File: src/rtl/gfm_pkg.sv
package gfm_pkg;

    typedef enum logic {
        GFM_IDLE = 1'b0,
        GFM_RUN  = 1'b1
    } gfm_state_e;

    // Number of d-bit digits covering an m-bit operand
    function automatic int ceil_div(input int num, input int den);
        return (num + den - 1) / den;
    endfunction

endpackage

File: src/rtl/gfm_step.sv
// One digit step: acc_o = acc_i * x^D + dig_i * a_i  (mod F), Horner style.
module gfm_step #(
    parameter int          M    = 163,
    parameter int          D    = 8,
    parameter logic [M-1:0] TAIL = 'hC9
) (
    input  logic [M-1:0] acc_i,
    input  logic [M-1:0] a_i,
    input  logic [D-1:0] dig_i,
    output logic [M-1:0] acc_o
);

    logic [D:0][M-1:0] chain;

    assign chain[0] = acc_i;

    for (genvar g = 0; g < D; g++) begin : g_stage
        // multiply by x, fold x^M back through TAIL, add A if digit bit set
        assign chain[g+1] = {chain[g][M-2:0], 1'b0}
                          ^ (chain[g][M-1] ? TAIL : '0)
                          ^ (dig_i[D-1-g] ? a_i : '0);
    end

    assign acc_o = chain[D];

endmodule

File: src/rtl/gfm_ctrl.sv
module gfm_ctrl
    import gfm_pkg::*;
#(
    parameter int S = 21
) (
    input  logic clk,
    input  logic rst,
    input  logic start_i,
    output logic load_o,
    output logic step_o,
    output logic busy_o,
    output logic done_o
);

    localparam int CW = $clog2(S + 1);

    gfm_state_e    st;
    logic [CW-1:0] left;

    assign load_o = start_i && (st == GFM_IDLE);
    assign step_o = (st == GFM_RUN);
    assign busy_o = (st == GFM_RUN);

    always_ff @(posedge clk) begin
        if (rst) begin
            st     <= GFM_IDLE;
            left   <= '0;
            done_o <= 1'b0;
        end else begin
            done_o <= 1'b0;
            case (st)
                GFM_IDLE: begin
                    if (start_i) begin
                        st   <= GFM_RUN;
                        left <= CW'(S);
                    end
                end
                GFM_RUN: begin
                    left <= left - CW'(1);
                    if (left == CW'(1)) begin
                        st     <= GFM_IDLE;
                        done_o <= 1'b1;
                    end
                end
                default: st <= GFM_IDLE;
            endcase
        end
    end


    done_pulse_chk: assert property (@(posedge clk) disable iff (rst)
        done_o |=> !done_o);


    digit_count_chk: assert property (@(posedge clk) disable iff (rst)
        (st == GFM_RUN) |-> (left != '0 && left <= CW'(S)));


    done_after_run_chk: assert property (@(posedge clk) disable iff (rst)
        done_o |-> $past(busy_o));

endmodule

File: src/rtl/gfm_opreg.sv
// Operand store: A held, B in a left-shifting register padded to S*D bits.
module gfm_opreg #(
    parameter int M = 163,
    parameter int D = 8,
    parameter int S = 21
) (
    input  logic         clk,
    input  logic         rst,
    input  logic         load_i,
    input  logic         step_i,
    input  logic [M-1:0] a_i,
    input  logic [M-1:0] b_i,
    output logic [M-1:0] a_q,
    output logic [D-1:0] dig_o
);

    localparam int W = S * D;

    logic [W-1:0] b_sr;

    always_ff @(posedge clk) begin
        if (rst) begin
            a_q  <= '0;
            b_sr <= '0;
        end else if (load_i) begin
            a_q  <= a_i;
            b_sr <= W'(b_i);
        end else if (step_i) begin
            b_sr <= b_sr << D;
        end
    end

    assign dig_o = b_sr[W-1 -: D];


    a_hold_chk: assert property (@(posedge clk) disable iff (rst)
        !load_i |=> $stable(a_q));

endmodule

File: src/rtl/gf_digit_mul.sv
module gf_digit_mul
    import gfm_pkg::*;
#(
    parameter int           M    = 163,
    parameter int           D    = 8,
    parameter logic [M-1:0] TAIL = 'hC9
) (
    input  logic         clk,
    input  logic         rst,
    input  logic         start,
    input  logic [M-1:0] a_in,
    input  logic [M-1:0] b_in,
    output logic [M-1:0] c_out,
    output logic         done
);

    localparam int S = ceil_div(M, D);

    logic         load, step, busy;
    logic [M-1:0] a_q, acc_q, acc_d;
    logic [D-1:0] dig;

    gfm_ctrl #(.S(S)) u_ctrl (
        .clk(clk), .rst(rst), .start_i(start),
        .load_o(load), .step_o(step), .busy_o(busy), .done_o(done)
    );

    gfm_opreg #(.M(M), .D(D), .S(S)) u_opreg (
        .clk(clk), .rst(rst), .load_i(load), .step_i(step),
        .a_i(a_in), .b_i(b_in), .a_q(a_q), .dig_o(dig)
    );

    gfm_step #(.M(M), .D(D), .TAIL(TAIL)) u_step (
        .acc_i(acc_q), .a_i(a_q), .dig_i(dig), .acc_o(acc_d)
    );

    always_ff @(posedge clk) begin
        if (rst)       acc_q <= '0;
        else if (load) acc_q <= '0;
        else if (step) acc_q <= acc_d;
    end

    assign c_out = acc_q;


    c_hold_chk: assert property (@(posedge clk) disable iff (rst)
        (!busy && !start) |=> $stable(c_out));

endmodule

File: config.mk
export PLATFORM = sky130hd
export DESIGN_NAME = gf_digit_mul
export DESIGN_NICKNAME = d
export VERILOG_FILES = /design/src/rtl/gfm_pkg.sv /design/src/rtl/gfm_step.sv /design/src/rtl/gfm_ctrl.sv /design/src/rtl/gfm_opreg.sv /design/src/rtl/gf_digit_mul.sv
export SDC_FILE = /design/constraint.sdc
export NUM_CORES = 2
export LEC_CHECK = 0
export ABC_AREA = 1
export ABC_CLOCK_PERIOD_IN_PS = 1900
export BUFFER_PORTS_ARGS = -buffer_cell sky130_fd_sc_hd__buf_2
export CAP_MARGIN = 10
export CORE_ASPECT_RATIO = 0.8
export CORE_UTILIZATION = 55
export CTS_CLUSTER_SIZE = 40
export DETAILED_ROUTE_END_ITERATION = 12
export PLACE_DENSITY_LB_ADDON = 0.08
export REMOVE_ABC_BUFFERS = 1
export SETUP_SLACK_MARGIN = 0.4
export SLEW_MARGIN = 15
export SYNTH_ARGS = -nofsm -noshare
export SYNTH_HDL_FRONTEND = slang
export SYNTH_SLANG_ARGS = --single-unit
File: constraint.sdc
create_clock -name clk -period 1.9 [get_ports clk]
set_input_delay 0 -clock clk [delete_from_list [all_inputs] [get_ports clk]]
set_output_delay 0 -clock clk [all_outputs]
set_load 0.01 [all_outputs]
==> results by group <==
Placement
  – Place WS: -34.62 ps
  – Cell area after placement: 42110 um2
  – Dpl hpwl: 82.79 mm
  – Port bufs: 492
  – Gpl congestion: 0.9226

Logic synthesis
  – Post-synth cell types: 27
  – FF+latch count, synth: 501
  – Mapped Cells: 5748
  – Post-synth EDFFs: 0
  – Synth Area per Inst: 6.514 um2
  – Compound-gate portion of the synthesized area: 0.07512
  – Synth Area in Adders: 0.0006684
  – Post-synthesis mux area share: 0
  – Post-synth ARST share: 0
  – Yosys warnings: 0
  – Largest family of logic cells by synthesized area: XOR/XNOR gates
  – XOR/XNOR Fraction of Synth Area: 0.2868
  – Ys flop type: dfxtp_1
  – Sequential-to-total area share from yosys stat: 0.2679
  – Mapped Area: 37440 um2
  – Synth Area in Simple Gates: 0.2765

Global route
  – Total gr overflow: 0
  – Initial antenna violation count: 14
  – Largest net degree at the start of global routing: 90
  – GRT Overall Usage: 0.3690
  – First-pass GRT wire length: 205.1 mm
  – Vias in the first global route: 37351

Clock tree
  – Clock root cell: clkbuf_16
  – Worst skew pair latency: 650 ps
  – CTS tree: built
  – Total CTS buffers: 54
  – Sink Count: 501
  – H-tree lvl count: 2
  – Clock transition at path regs: 60 ps
  – Clk buf depth: 3

Timing
  – RSZ-0062 raised after global routing: yes
  – Final setup viols: 72
  – Crit share post-route: 1.064
  – Min Clock Period, post-route: 2022 ps
  – Setup ws final: -121.5 ps
  – Fin. Hold Viols: 0
  – Max-slew headroom: 0.6380
  – Worst slew pin tran: 542.3 ps
  – Clock Skews: 27.98 ps
  – Pins Over Slew Limit: 0
  – Hold_ws: 110.5 ps
  – Max Clock Freq: 0.4947 GHz

Power and ir drop
  – Sequential share of power: 0.385
  – Switching pwr: 10.92 mW
  – Pwr Density: 613.7 nW/um2
  – P_int: 21.71 mW
  – Pwr Total: 32.62 mW
  – Comb pwr share: 0.265
  – Clock power frac: 0.350
  – Maximum vdd drop: 0.0006669 V
  – Net Sw Frac: 0.3346
  – Leak: 23.47 nW

Flow run
  – MaxCap Viol Count: 0

Worst hold path
  – HP Start: a_in[2]
  – Worst hold stages: 4
  – Tightest Hold Check Type: in -> reg

Critical path
  – CP Max Fanout: 8
  – WP data arrival: 2550 ps
  – Crit path capture type: register
  – CP Launch Type: register
  – Worst setup path start: u_opreg.b_sr[164]
  – Worst Reg-to-Reg Cells: 10
  – Worst EP required: 2430 ps
  – CP Class: reg -> reg
  – Reg2reg start: u_opreg.b_sr[164]

Detailed routing
  – WL final: 149.0 mm
  – WL/cell: 19.66 um
  – DRC viols: 0
  – Drt via density: 5.546
  – Drt first-iter violations: 4647
  – DR pass1 iterations: 6
  – DR vias: 42025
  – DRT antenna net count: 0

Final layout
  – Layout cells sized above 1: 0.2235
  – Most common cell after layout, fill and taps aside: nand2_1
  – Commonest non-fill, non-tap cells in the layout: nand2_1, xor2_1, buf_2
  – Design area: 53150 um2
  – Nets: 6936
  – Area growth syn-to-layout: 41.96%

Floorplan
  – Die Width: 293.7 um
  – Rows: 85
  – Die height: 235.4 um
  – Core ar.: 67320 um2
  – Die ar.: 69130 um2
  – Starting Density: 0.5562
  – IO Pins: 493

Run status
  – Failing checks: negative setup slack
  – Status: complete, but fails checks
power groups by stage:
| stage | Clock [mW] | Combinational [mW] | Sequential [mW] |
|---|---|---|---|
| floorplan | 0 | 3.78 | 12.7 |
| finish | 11.4 | 8.63 | 12.6 |
| detailed placement | 0 | 6.29 | 12.6 |
| global route | 11.9 | 9.22 | 12.6 |
| CTS | 11.4 | 7.14 | 12.4 |
| global placement | 0 | 6.20 | 12.6 |
synthesized netlist by cell type (2+ instances only):
library cell  number  area (um2)
buf_4             22       165.2
xnor2_1          587        5141
nand2_1         2137        8021
nor2_1           389        1460
clkinv_1           2       7.510
dfxtp_1          501       10030
a31oi_1            2       12.51
buf_2            115       575.6
o21ai_0          209        1046
o221ai_1          66       578.1
ha_1               2       25.02
nand3_1          163       815.8
clkbuf_1         322        1209
xor2_1           637        5579
nand2_2            2       12.51
o211ai_1         104       780.8
nand4_1            3       18.77
o21ai_1           10       50.05
a21oi_1           69       345.3
buf_6              3       33.78
buf_1             26       97.59
or2_1              2       12.51
inv_1            371        1393
metrics by stage:
step | std cells | utilization | setup TNS, ps
finish | 7578 | 0.7895 | -2581
global route | 7570 | 0.7892 | -14630
CTS | 7441 | 0.7259 | -201.9
detailed placement | 6965 | 0.6256 | -107.4
global placement | 6965 | 0.6256 | 0
floorplan | 5260 | - | -
registers in the layout, indices dropped and copies added (netlist names):
register / cells
u_opreg.b_sr: 168
c_out: 163
u_opreg.a_q: 163
u_ctrl.left: 5
u_ctrl.busy_o: 1
u_ctrl.done_o: 1
path summary, 6_finish.rpt:
kind / to / slack [ps]
worst min register to register: u_opreg.b_sr[3] / 470
worst min-delay path: u_opreg.a_q[2] / 110
worst max register to register: c_out[126] / -120
worst max-delay path: c_out[126] / -120
logic make-up (layout without fill, tap and decap cells):
kind of cell	Yosys count	after routing
DFF	501	501
and+or+nand+nor	2698	2698
buffers and inverters	862	1763
other	0	16
AOI/OAI and AO/OA	460	460
adders and majority gates	2	2
xor gates and xnor gates	1225	1225
what timing repair did:
item | 4_1_cts | 5_1_grt
endpoints found under the setup margin | 298 | 412
buffers inserted | 30 | 68
hold buffers | 328 | 0
endpoints found under the hold margin | 330 | 0
pin swaps | 218 | 385
cloned | 18 | 53
resized for setup | 185 | 497
layout make-up:
| type | count | area, um2 |
|---|---|---|
| antenna | 16 | 40.04 |
| clock buffer | 78 | 1602 |
| clock inverter | 22 | 267.8 |
| fill | 4664 | 14170 |
| inverter | 374 | 1450 |
| multi-input combinational | 4385 | 26400 |
| sequential | 501 | 10070 |
| tap | 913 | 1142 |
| timing repair buffer | 1289 | 12180 |
critical path, cell delays in order, from the launching register on:
cell and delay, ps:
dfxtp_4 370, buf_12 190, buf_12 140, nand2_2 70, xor2_2 200, xor2_1 280
xnor2_1 220, xor2_1 190, nand2_1 90, o211ai_1 100, inv_1 50
metal layers:
layer  routed length [um]  part of all wire  track usage  vias up
li1                     -                 -            -    19168
met1                59110              0.40       0.4972    19662
met2                66320              0.45       0.5795     2574
met3                15350              0.10      0.05797      619
met4                 8201             0.055       0.1665        2
met5                   12          0.000081            0        -
Note: power is estimated with default switching activity, not from simulation.
